[src/rtl/cfg_bank_pkg.sv]
package cfg_bank_pkg;

    localparam int DW = 8;
    localparam int AW = 8;

    localparam logic [AW-1:0] A_PORT  = 8'h00;
    localparam logic [AW-1:0] A_IDENT = 8'h01;
    localparam logic [AW-1:0] A_GRADE = 8'h02;
    localparam logic [AW-1:0] A_MODES = 8'h08;
    localparam logic [AW-1:0] A_OVR   = 8'h2A;
    localparam logic [AW-1:0] A_XFER  = 8'hFF;

    // writable bits and fixed-one bits per register
    localparam logic [DW-1:0] PORT_WMASK  = 8'h66;
    localparam logic [DW-1:0] PORT_FIXED1 = 8'h18;
    localparam logic [DW-1:0] MODES_WMASK = 8'h27;
    localparam logic [DW-1:0] OVR_WMASK   = 8'h01;

    localparam logic [DW-1:0] MODES_RST = 8'h00;
    localparam logic [DW-1:0] OVR_RST   = 8'h01;

    typedef enum logic [1:0] {
        PM_NORMAL  = 2'd0,
        PM_FULL    = 2'd1,
        PM_STANDBY = 2'd2
    } pwr_mode_e;

    typedef struct packed {
        logic [DW-1:0] modes;
        logic [DW-1:0] ovr;
    } stage_t;

    typedef struct packed {
        logic port;
        logic modes;
        logic ovr;
        logic commit;
    } wsel_t;

    localparam stage_t STAGE_RST = '{modes: MODES_RST, ovr: OVR_RST};

    function automatic pwr_mode_e field_to_mode(input logic [2:0] code);
        case (code)
            3'b001:  return PM_FULL;
            3'b010:  return PM_STANDBY;
            default: return PM_NORMAL;
        endcase
    endfunction

endpackage

[src/rtl/cfg_bank_wsel.sv]
module cfg_bank_wsel
    import cfg_bank_pkg::*;
(
    input  logic          wr_en,
    input  logic [AW-1:0] addr,
    input  logic [DW-1:0] wdata,
    output wsel_t         sel
);
    always_comb begin
        sel        = '0;
        sel.port   = wr_en && (addr == A_PORT);
        sel.modes  = wr_en && (addr == A_MODES);
        sel.ovr    = wr_en && (addr == A_OVR);
        sel.commit = wr_en && (addr == A_XFER) && wdata[0];
    end
endmodule

[src/rtl/cfg_bank_pwr.sv]
module cfg_bank_pwr
    import cfg_bank_pkg::*;
(
    input  logic          clk,
    input  logic          rst,
    input  logic [DW-1:0] modes_act,
    input  logic          ext_pd,
    output pwr_mode_e     mode
);
    always_comb begin
        if (ext_pd)
            mode = modes_act[5] ? PM_STANDBY : PM_FULL;
        else
            mode = field_to_mode(modes_act[2:0]);
    end

    // the pin never leaves the converter in normal operation
    a_r8_pin_wins: assert property (@(posedge clk) disable iff (rst)
        ext_pd |-> (mode != PM_NORMAL));
endmodule

[src/rtl/cfg_bank_rdmux.sv]
module cfg_bank_rdmux
    import cfg_bank_pkg::*;
#(
    parameter logic [DW-1:0] CHIP_ID     = 8'h6C,
    parameter logic [1:0]    SPEED_GRADE = 2'b00
) (
    input  logic [AW-1:0] addr,
    input  logic [DW-1:0] port_q,
    input  stage_t        staged,
    output logic [DW-1:0] rdata
);
    always_comb begin
        case (addr)
            A_PORT:  rdata = (port_q & PORT_WMASK) | PORT_FIXED1;
            A_IDENT: rdata = CHIP_ID;
            A_GRADE: rdata = {3'b000, SPEED_GRADE, 3'b000};
            A_MODES: rdata = staged.modes & MODES_WMASK;
            A_OVR:   rdata = staged.ovr & OVR_WMASK;
            default: rdata = '0;
        endcase
    end
endmodule

[src/rtl/cfg_bank.sv]
module cfg_bank
    import cfg_bank_pkg::*;
#(
    parameter logic [7:0] CHIP_ID     = 8'h6C,
    parameter logic [1:0] SPEED_GRADE = 2'b00
) (
    input  logic       clk,
    input  logic       rst,
    input  logic       wr_en,
    input  logic [7:0] addr,
    input  logic [7:0] wdata,
    output logic [7:0] rdata,
    input  logic       ext_pd,
    output logic [1:0] pwr_mode,
    output logic       lsb_first,
    output logic       ovr_en
);
    wsel_t         sel;
    logic [DW-1:0] port_q;
    stage_t        staged_q;
    stage_t        active_q;
    logic          soft_req;
    pwr_mode_e     mode;

    cfg_bank_wsel u_wsel (
        .wr_en (wr_en),
        .addr  (addr),
        .wdata (wdata),
        .sel   (sel)
    );

    // either mirrored nibble can request the soft reset
    assign soft_req = port_q[5] | port_q[2];

    always_ff @(posedge clk) begin
        if (rst || soft_req) begin
            port_q   <= '0;
            staged_q <= STAGE_RST;
            active_q <= STAGE_RST;
        end else begin
            if (sel.port)   port_q         <= wdata & PORT_WMASK;
            if (sel.modes)  staged_q.modes <= wdata & MODES_WMASK;
            if (sel.ovr)    staged_q.ovr   <= wdata & OVR_WMASK;
            if (sel.commit) active_q       <= staged_q;
        end
    end

    cfg_bank_rdmux #(
        .CHIP_ID     (CHIP_ID),
        .SPEED_GRADE (SPEED_GRADE)
    ) u_rdmux (
        .addr   (addr),
        .port_q (port_q),
        .staged (staged_q),
        .rdata  (rdata)
    );

    cfg_bank_pwr u_pwr (
        .clk       (clk),
        .rst       (rst),
        .modes_act (active_q.modes),
        .ext_pd    (ext_pd),
        .mode      (mode)
    );

    assign pwr_mode  = mode;
    assign lsb_first = port_q[6] | port_q[1];
    assign ovr_en    = active_q.ovr[0];

    // a soft-reset request is gone one edge later
    a_r3_soft_clears: assert property (@(posedge clk) disable iff (rst)
        soft_req |=> !(port_q[5] || port_q[2]));

    // a commit moves the staged image across whole
    a_r6_commit_copies: assert property (@(posedge clk) disable iff (rst)
        (sel.commit && !soft_req) |=> (active_q == $past(staged_q)));

    // without a commit or soft reset the active image holds
    a_r5_active_holds: assert property (@(posedge clk) disable iff (rst)
        (!sel.commit && !soft_req) |=> $stable(active_q));

    // the commit register never reads back as set
    a_r6_commit_reads_zero: assert property (@(posedge clk) disable iff (rst)
        (addr == A_XFER) |-> (rdata == 8'h00));

endmodule

[config.mk]
export PLATFORM = sky130hd
export DESIGN_NAME = cfg_bank
export DESIGN_NICKNAME = d
export VERILOG_FILES = /design/src/rtl/cfg_bank_pkg.sv /design/src/rtl/cfg_bank_wsel.sv /design/src/rtl/cfg_bank_pwr.sv /design/src/rtl/cfg_bank_rdmux.sv /design/src/rtl/cfg_bank.sv
export SDC_FILE = /design/constraint.sdc
export NUM_CORES = 1
export LEC_CHECK = 0
export CORE_ASPECT_RATIO = 1.25
export CORE_MARGIN = 8
export CORE_UTILIZATION = 47
export DETAILED_ROUTE_END_ITERATION = 8
export DONT_BUFFER_PORTS = 1
export SYNTH_ARGS = -nofsm -noshare
export SYNTH_HDL_FRONTEND = slang
export SYNTH_HIERARCHICAL = 1
export SYNTH_SLANG_ARGS = --single-unit
[constraint.sdc]
create_clock -name clk -period 4.1 [get_ports clk]
set_input_delay 0.615 -clock clk [delete_from_list [all_inputs] [get_ports clk]]
set_output_delay 0.615 -clock clk [all_outputs]
set_load 0.05 [all_outputs]
; ---- Word-level counts from Yosys, hierarchy flattened
; Cells that the tools add are included.
[word_totals]
out_inout_bits = 12
in_bits = 20
word_cells = 24
register_bits = 14
[op_classes]
reduce_logical = 7
n_mux = 4
n_eq_ne = 6
bitwise_logic = 2
[ops]
columns = op, n
row1 = $pmux 7 s4, 1
row2 = $eq 8x1->1 const B, 1
row3 = $eq 8x4->1 const B, 1
row4 = $eq 8x6->1 const B, 1
row5 = $eq 8x8->1 const B, 1
row6 = $logic_not 8->1, 1
row7 = $logic_and 1x1->1, 5
row8 = $mux 2, 2
row9 = $pmux 2 s2, 1
row10 = $eq 3x1->1 const B, 1
row11 = $eq 3x2->1 const B, 1
row12 = $or 1x1->1, 2
row13 = $logic_or 1x1->1, 1

; ---- Logic depth before layout (Yosys ltp)
; Gate-level depths: netlist (run 1).
[logic_depth]
depth_word = 3
ltp_mapped = 5
ltp_nobuf = 4

; ---- Cells and area by module
; The synthesis (run 1) kept the hierarchy.
[modules_own_cells]
columns = mod, cells_per_inst, instances, seq_area_each_um2, area_each_um2
row1 = cfg_bank, 47, 1, 280.3, 499.2
row2 = cfg_bank_rdmux, 22, 1, 0.0, 157.7
row3 = cfg_bank_wsel, 10, 1, 0.0, 71.3
row4 = cfg_bank_pwr, 6, 1, 0.0, 42.5

; ---- Least setup slack after synthesis (run 1)
; Ideal clock, no wire load.
[synth_timing]
path_type = input port to output port
from = input addr[4]
to = output rdata[5]
path_slack_ps = 478
cell_stages = 3
path_buffers = 1
required_ps = 3485
arrival_time_ps = 3007
cell_sequence = or4_1 -> clkbuf_2 -> a2111oi_1
[synth_via]
elab_chain_cells = 2
word_cells_on_any_way = 5
cone_classes = eq/ne (3) / mux (1) / reduce/logical (1)
[synth_lines]
columns = element, line_no
row1 = start: declaration, cfg_bank.sv:10  ; input logic [7:0] addr,
row2 = "$eq 8x6->1, or another cell as far along", cfg_bank_rdmux.sv:13  ; case (addr)
row3 = $pmux 7 s4 (*), cfg_bank_rdmux.sv:13
row4 = end: declaration, cfg_bank.sv:12  ; output logic [7:0] rdata,
; Every way passes the cells marked *; elsewhere a longest branch is shown, timed or not.

; ---- Final worst setup path (run 1)
[layout_timing]
from = input addr[4]
to = output rdata[3]
; Same word-level chain as after synthesis.

==> impl_metrics.env, run 1 <==
export IMPL_nets=111
export IMPL_ys_warn_count=6
export IMPL_fin_ws_ns=1.427
export IMPL_worst_path_buf_inv=0
export IMPL_start_util_pct=49.76
export IMPL_cts_tree="built"
export IMPL_fp_dieH_um=61.17
export IMPL_insertion_delay_ns=0.27
export IMPL_dieArea_um2=3189
export IMPL_cp_arrival_ns=2.06
export IMPL_area_growth_pct=11.75
export IMPL_post_place_ws_ns=1.425
export IMPL_peakVddDrop_uv=190.5
export IMPL_worstMarginPinSlew_ns=0.8874
export IMPL_syn_area_um2=767.0
export IMPL_postSynthCellCount=84
export IMPL_slew_headroom_pct=40.62
export IMPL_fillers=157
export IMPL_powerDensity_nw_per_um2=286.8
export IMPL_clkPwrFrac_pct=38.3
export IMPL_crit_path_end_kind="output pin"
export IMPL_p_comb_share_pct=6.4
export IMPL_max_freq_ghz=0.3741
export IMPL_gp_congestion=0.7613
export IMPL_path_max_fanout=7
export IMPL_worst_setup_path_start_kind="input pin"
export IMPL_cts_setup_buffers=0
export IMPL_antenna_found_initial=0
export IMPL_fin_crit_sh_pct=65.19
export IMPL_grt_use_total_pct=11.06
export IMPL_grt_pass1_wl_um=2753
export IMPL_firstDrtPassIters=3
export IMPL_cp_top_family="simple AND/OR/NAND/NOR gates"
export IMPL_power_share_sequential_pct=55.3
export IMPL_slowest_delay_ns=0.75
export IMPL_drc=0
export IMPL_setup_viol=0
export IMPL_io_pins=32
export IMPL_numCtsBuffers=3
export IMPL_grt_remaining_overflow=0
export IMPL_power_internal_mw=0.1952
export IMPL_cp_slowest_cell="nor2_1"
export IMPL_cts_num_sinks=14
export IMPL_power_leakage_nw=0.2978
export IMPL_via_count=614
export IMPL_wl_per_cell_um=14.94
export IMPL_drtIter0Drc=3
export IMPL_core_um2=1541
export IMPL_clkTransAtPathRegs_ns=0.08
export IMPL_path_cells="or4_1, nor2_1"
export IMPL_drt_total_wl_um=1613
export IMPL_finalHoldViolCount=0
export IMPL_drive_gt1_share_pct=23.33
export IMPL_post_route_min_period_ns=2.673
export IMPL_avgSynthCellArea_um2=9.131
export IMPL_hold_class="in2reg"
export IMPL_ant_nets=0
export IMPL_post_cts_resized=0
export IMPL_slew_violations=0
export IMPL_postCtsHoldBufs=0
export IMPL_routed_via_density=5.685
export IMPL_grt_pass1_vias=587
export IMPL_diodes=0
export IMPL_finClkSkew_ns=0.004308
export IMPL_syn_nets=104
export IMPL_grt_max_degree=11
export IMPL_port_buffers=0
export IMPL_clock_path_buffers=2
export IMPL_timing_setup_tns_ns=0
export IMPL_whs_ns=0.4774
export IMPL_rsz0062_at_grt="false"
export IMPL_outcome="finished, final reports clean"
export IMPL_critPathKind="in2out"
export IMPL_ctsRootBufferMaster="clkbuf_4"
export IMPL_row_count=16
export IMPL_maxCapViolCount=0
export IMPL_dp_hpwl_um=1341
export IMPL_h_tree_depth=1
export IMPL_dieWidth_um=52.13
export IMPL_power_net_switching_mw=0.05065
export IMPL_switching_share_pct=20.60
export IMPL_cp_data_required_time_ns=3.48
[power groups by stage]
stage | logic [mW] | registers [mW] | clock network, mW
global route | 0.0169 | 0.136 | 0.105
global placement | 0.0156 | 0.139 | 0
CTS | 0.0158 | 0.136 | 0.0985
floorplan | 0.0158 | 0.139 | 0
detailed placement | 0.0157 | 0.139 | 0
finish | 0.0156 | 0.136 | 0.0943
[final cells by class]
class	instances	area, um^2	area share (%)
Timing Repair Buffer	7	52.55	6.131
Clock buffer	4	36.28	4.234
Multi-Input combinational cell	61	450.4	52.55
Tap cell	18	22.52	2.628
Sequential cell	14	280.3	32.70
Inverter	4	15.01	1.752
[cells in the final DEF (no fill, tap or decap), drive strengths merged, types with 3 or more instances in the layout]
cell	count
buf	7
nand2	3
nor2	14
mux2i	13
nand3	3
inv	4
clkbuf	4
dfxtp	14
a2111oi	3
nor3	6
[path summary, 6_finish.rpt]
kind	startpoint	to	slack, ns	cells after the start
worst min-delay path	wdata[0]	staged_q[0]	0.48	2
worst max-delay path	addr[4]	rdata[3]	1.43	2
worst max register to register	port_q[2]	port_q[6]	3.03	2
worst min register to register	staged_q[0]	ovr_en	0.52	2
[sequential cells by signal (all words and copies together), names as in the netlist]
| name | flops |
|---|---|
| staged_q | 5 |
| active_q | 4 |
| port_q | 4 |
| ovr_en | 1 |
[per-stage QoR]
step,instance area (um^2),total power [mW],utilization [%],instances
2_1_floorplan,767.0,0.1549,-,84
6_report,857.1,0.2458,55.60,108
3_3_place_gp,820.8,0.1548,53.25,104
4_1_cts,857.1,0.2503,55.60,108
5_1_grt,857.1,0.2580,55.60,108
3_5_place_dp,820.8,0.1549,53.25,104
[metal layers]
| layer | track usage [%] | vias up | wire (um) |
|---|---|---|---|
| met2 | 17.87 | 19 | 742 |
| li1 | - | 317 | - |
| met4 | 5.556 | 0 | 27 |
| met3 | 5.314 | 4 | 208 |
| met5 | 0 | - | 0 |
| met1 | 11.76 | 274 | 635 |
Power figures use the tool's default switching activity.
==> inputs of run 2 (changes only) <==
Settings changed: ABC_AREA from default to 1.
Clock period 4.1 ns to 2.3 ns, I/O delays scaled along.
==> run 2 against run 1 <==
Clock skew grew 0.0016 ns; design area rose by 15%; clock-buffer cell count is 1 lower; clock power grew 45%; core utilization is 5.1 points lower; sequential power up 78%; die area up 17%; combinational power rose by 150%; critical endpoint is now rdata[2]; largest cell class unchanged; largest power group unchanged; highest routed layer unchanged.
==> impl_metrics.env, run 2 <==
export IMPL_outcome="finished, final reports clean"
export IMPL_rsz0062_at_grt="false"
export IMPL_fin_ws_ns=0.7058
export IMPL_finClkSkew_ns=0.005926
export IMPL_ctsRootBufferMaster="clkbuf_4"
export IMPL_regArea_um2=280.3
export IMPL_max_freq_ghz=0.6273
export IMPL_dp_hpwl_um=1698
export IMPL_gp_congestion=0.7467
export IMPL_post_route_min_period_ns=1.594
export IMPL_ant_nets=0
export IMPL_instances_no_fill=196
export IMPL_h_tree_depth=1
export IMPL_whs_ns=0.1832
export IMPL_layout_common_cells="53 x nor2_1, 39 x inv_1, 38 x nand2_1"
export IMPL_numCtsBuffers=3
export IMPL_drc=0
export IMPL_dieWidth_um=56.34
export IMPL_finalHoldViolCount=0
export IMPL_timing_setup_tns_ns=0
export IMPL_avgSynthCellArea_um2=5.462
export IMPL_multi_input_area_um2=496.7
export IMPL_syn_nets=195
export IMPL_report_power_total_mw=0.4175
export IMPL_hold_class="in2reg"
export IMPL_cts_num_sinks=14
export IMPL_io_pins=32
export IMPL_fillers=232
export IMPL_routed_via_density=4.607
export IMPL_path_max_fanout=5
export IMPL_grt_max_degree=14
export IMPL_grt_remaining_overflow=0
export IMPL_placed_cell_area_um2=967.2
export IMPL_postCtsHoldBufs=0
export IMPL_power_leakage_nw=0.5671
export IMPL_via_count=903
export IMPL_ys_warn_count=6
export IMPL_grt_pass1_vias=840
export IMPL_largest_reg_flops=5
export IMPL_clkTransAtPathRegs_ns=0.08
export IMPL_start_util_pct=48.79
export IMPL_core_um2=1959
export IMPL_stdcell_area_um2=989.7
export IMPL_final_common_cell="nor2_1"
export IMPL_port_buffers=0
export IMPL_crit_path_end_kind="output pin"
export IMPL_row_count=18
export IMPL_setup_viol=0
export IMPL_powerDensity_nw_per_um2=421.9
export IMPL_dieArea_um2=3742
export IMPL_top_register="staged_q"
export IMPL_maxCapViolCount=0
export IMPL_clock_path_buffers=2
export IMPL_fin_crit_sh_pct=69.31
export IMPL_diodes=0
export IMPL_cts_tree="built"
export IMPL_critPathKind="in2out"
export IMPL_post_place_ws_ns=0.7053
export IMPL_post_cts_resized=0
export IMPL_syn_area_um2=955.9
export IMPL_fp_dieH_um=66.42
export IMPL_postSynthCellCount=175
export IMPL_worst_setup_path_start_kind="input pin"
export IMPL_grt_pass1_wl_um=3601
export IMPL_antenna_found_initial=0
export IMPL_wl_per_cell_um=10.64
export IMPL_peakVddDrop_uv=264.1
export IMPL_largest_registers="staged_q: 5 flops, active_q: 4 flops, port_q: 4 flops"
export IMPL_drtIter0Drc=27
export IMPL_nets=198
export IMPL_grt_use_total_pct=11.51
export IMPL_insertion_delay_ns=0.28
export IMPL_drt_total_wl_um=2085
export IMPL_slew_violations=0
export IMPL_cp_data_required_time_ns=1.96
export IMPL_cp_arrival_ns=1.25
export IMPL_firstDrtPassIters=4
export IMPL_cts_setup_buffers=0
export IMPL_drive_gt1_share_pct=9.091
export IMPL_slew_headroom_pct=57.41
export IMPL_worstMarginPinSlew_ns=0.6366
export IMPL_utilization_pct=50.51
export IMPL_dp_cells=193
export IMPL_area_growth_pct=3.534
[run 2: final cells by class]
| cell class | instances | share of cell area, % |
|---|---|---|
| sequential | 14 | 28.32 |
| timing repair buffer | 2 | 1.517 |
| inverter | 40 | 15.17 |
| clock buffer | 3 | 2.276 |
| multi-input combinational | 117 | 50.19 |
| tap | 20 | 2.528 |
[run 2: power breakdown]
group	internal, mW	total [mW]	leakage [nW]	switching [mW]
combinational	0.0106	0.0383	0.440	0.0278
sequential	0.242	0.242	0.113	0.000133
clock	0.0607	0.137	0.0138	0.0761
[run 2: worst max-delay path, stage by stage]
cell and delay [ns]:
inv_1 0.03, nand2_1 0.07, nor2_1 0.24, nand3_1 0.12, nand3_1 0.44
[run 2: final timing paths]
| check | startpoint | end | slack, ns | cells after the start |
|---|---|---|---|---|
| worst min-delay path | wdata[5] | port_q[5] | 0.18 | 2 |
| worst max register to register | ovr_en | ovr_en | 1.38 | 2 |
| worst min register to register | staged_q[0] | staged_q[0] | 0.53 | 2 |
| worst max-delay path | addr[2] | rdata[2] | 0.71 | 5 |
[run 2: metal layers]
metal	up-vias	share of wire [%]	global-route usage, %
met5	-	0	0
met3	2	7.5	4.423
li1	504	-	-
met2	18	50	21.39
met1	379	41	11.52
met4	0	0.53	3.614
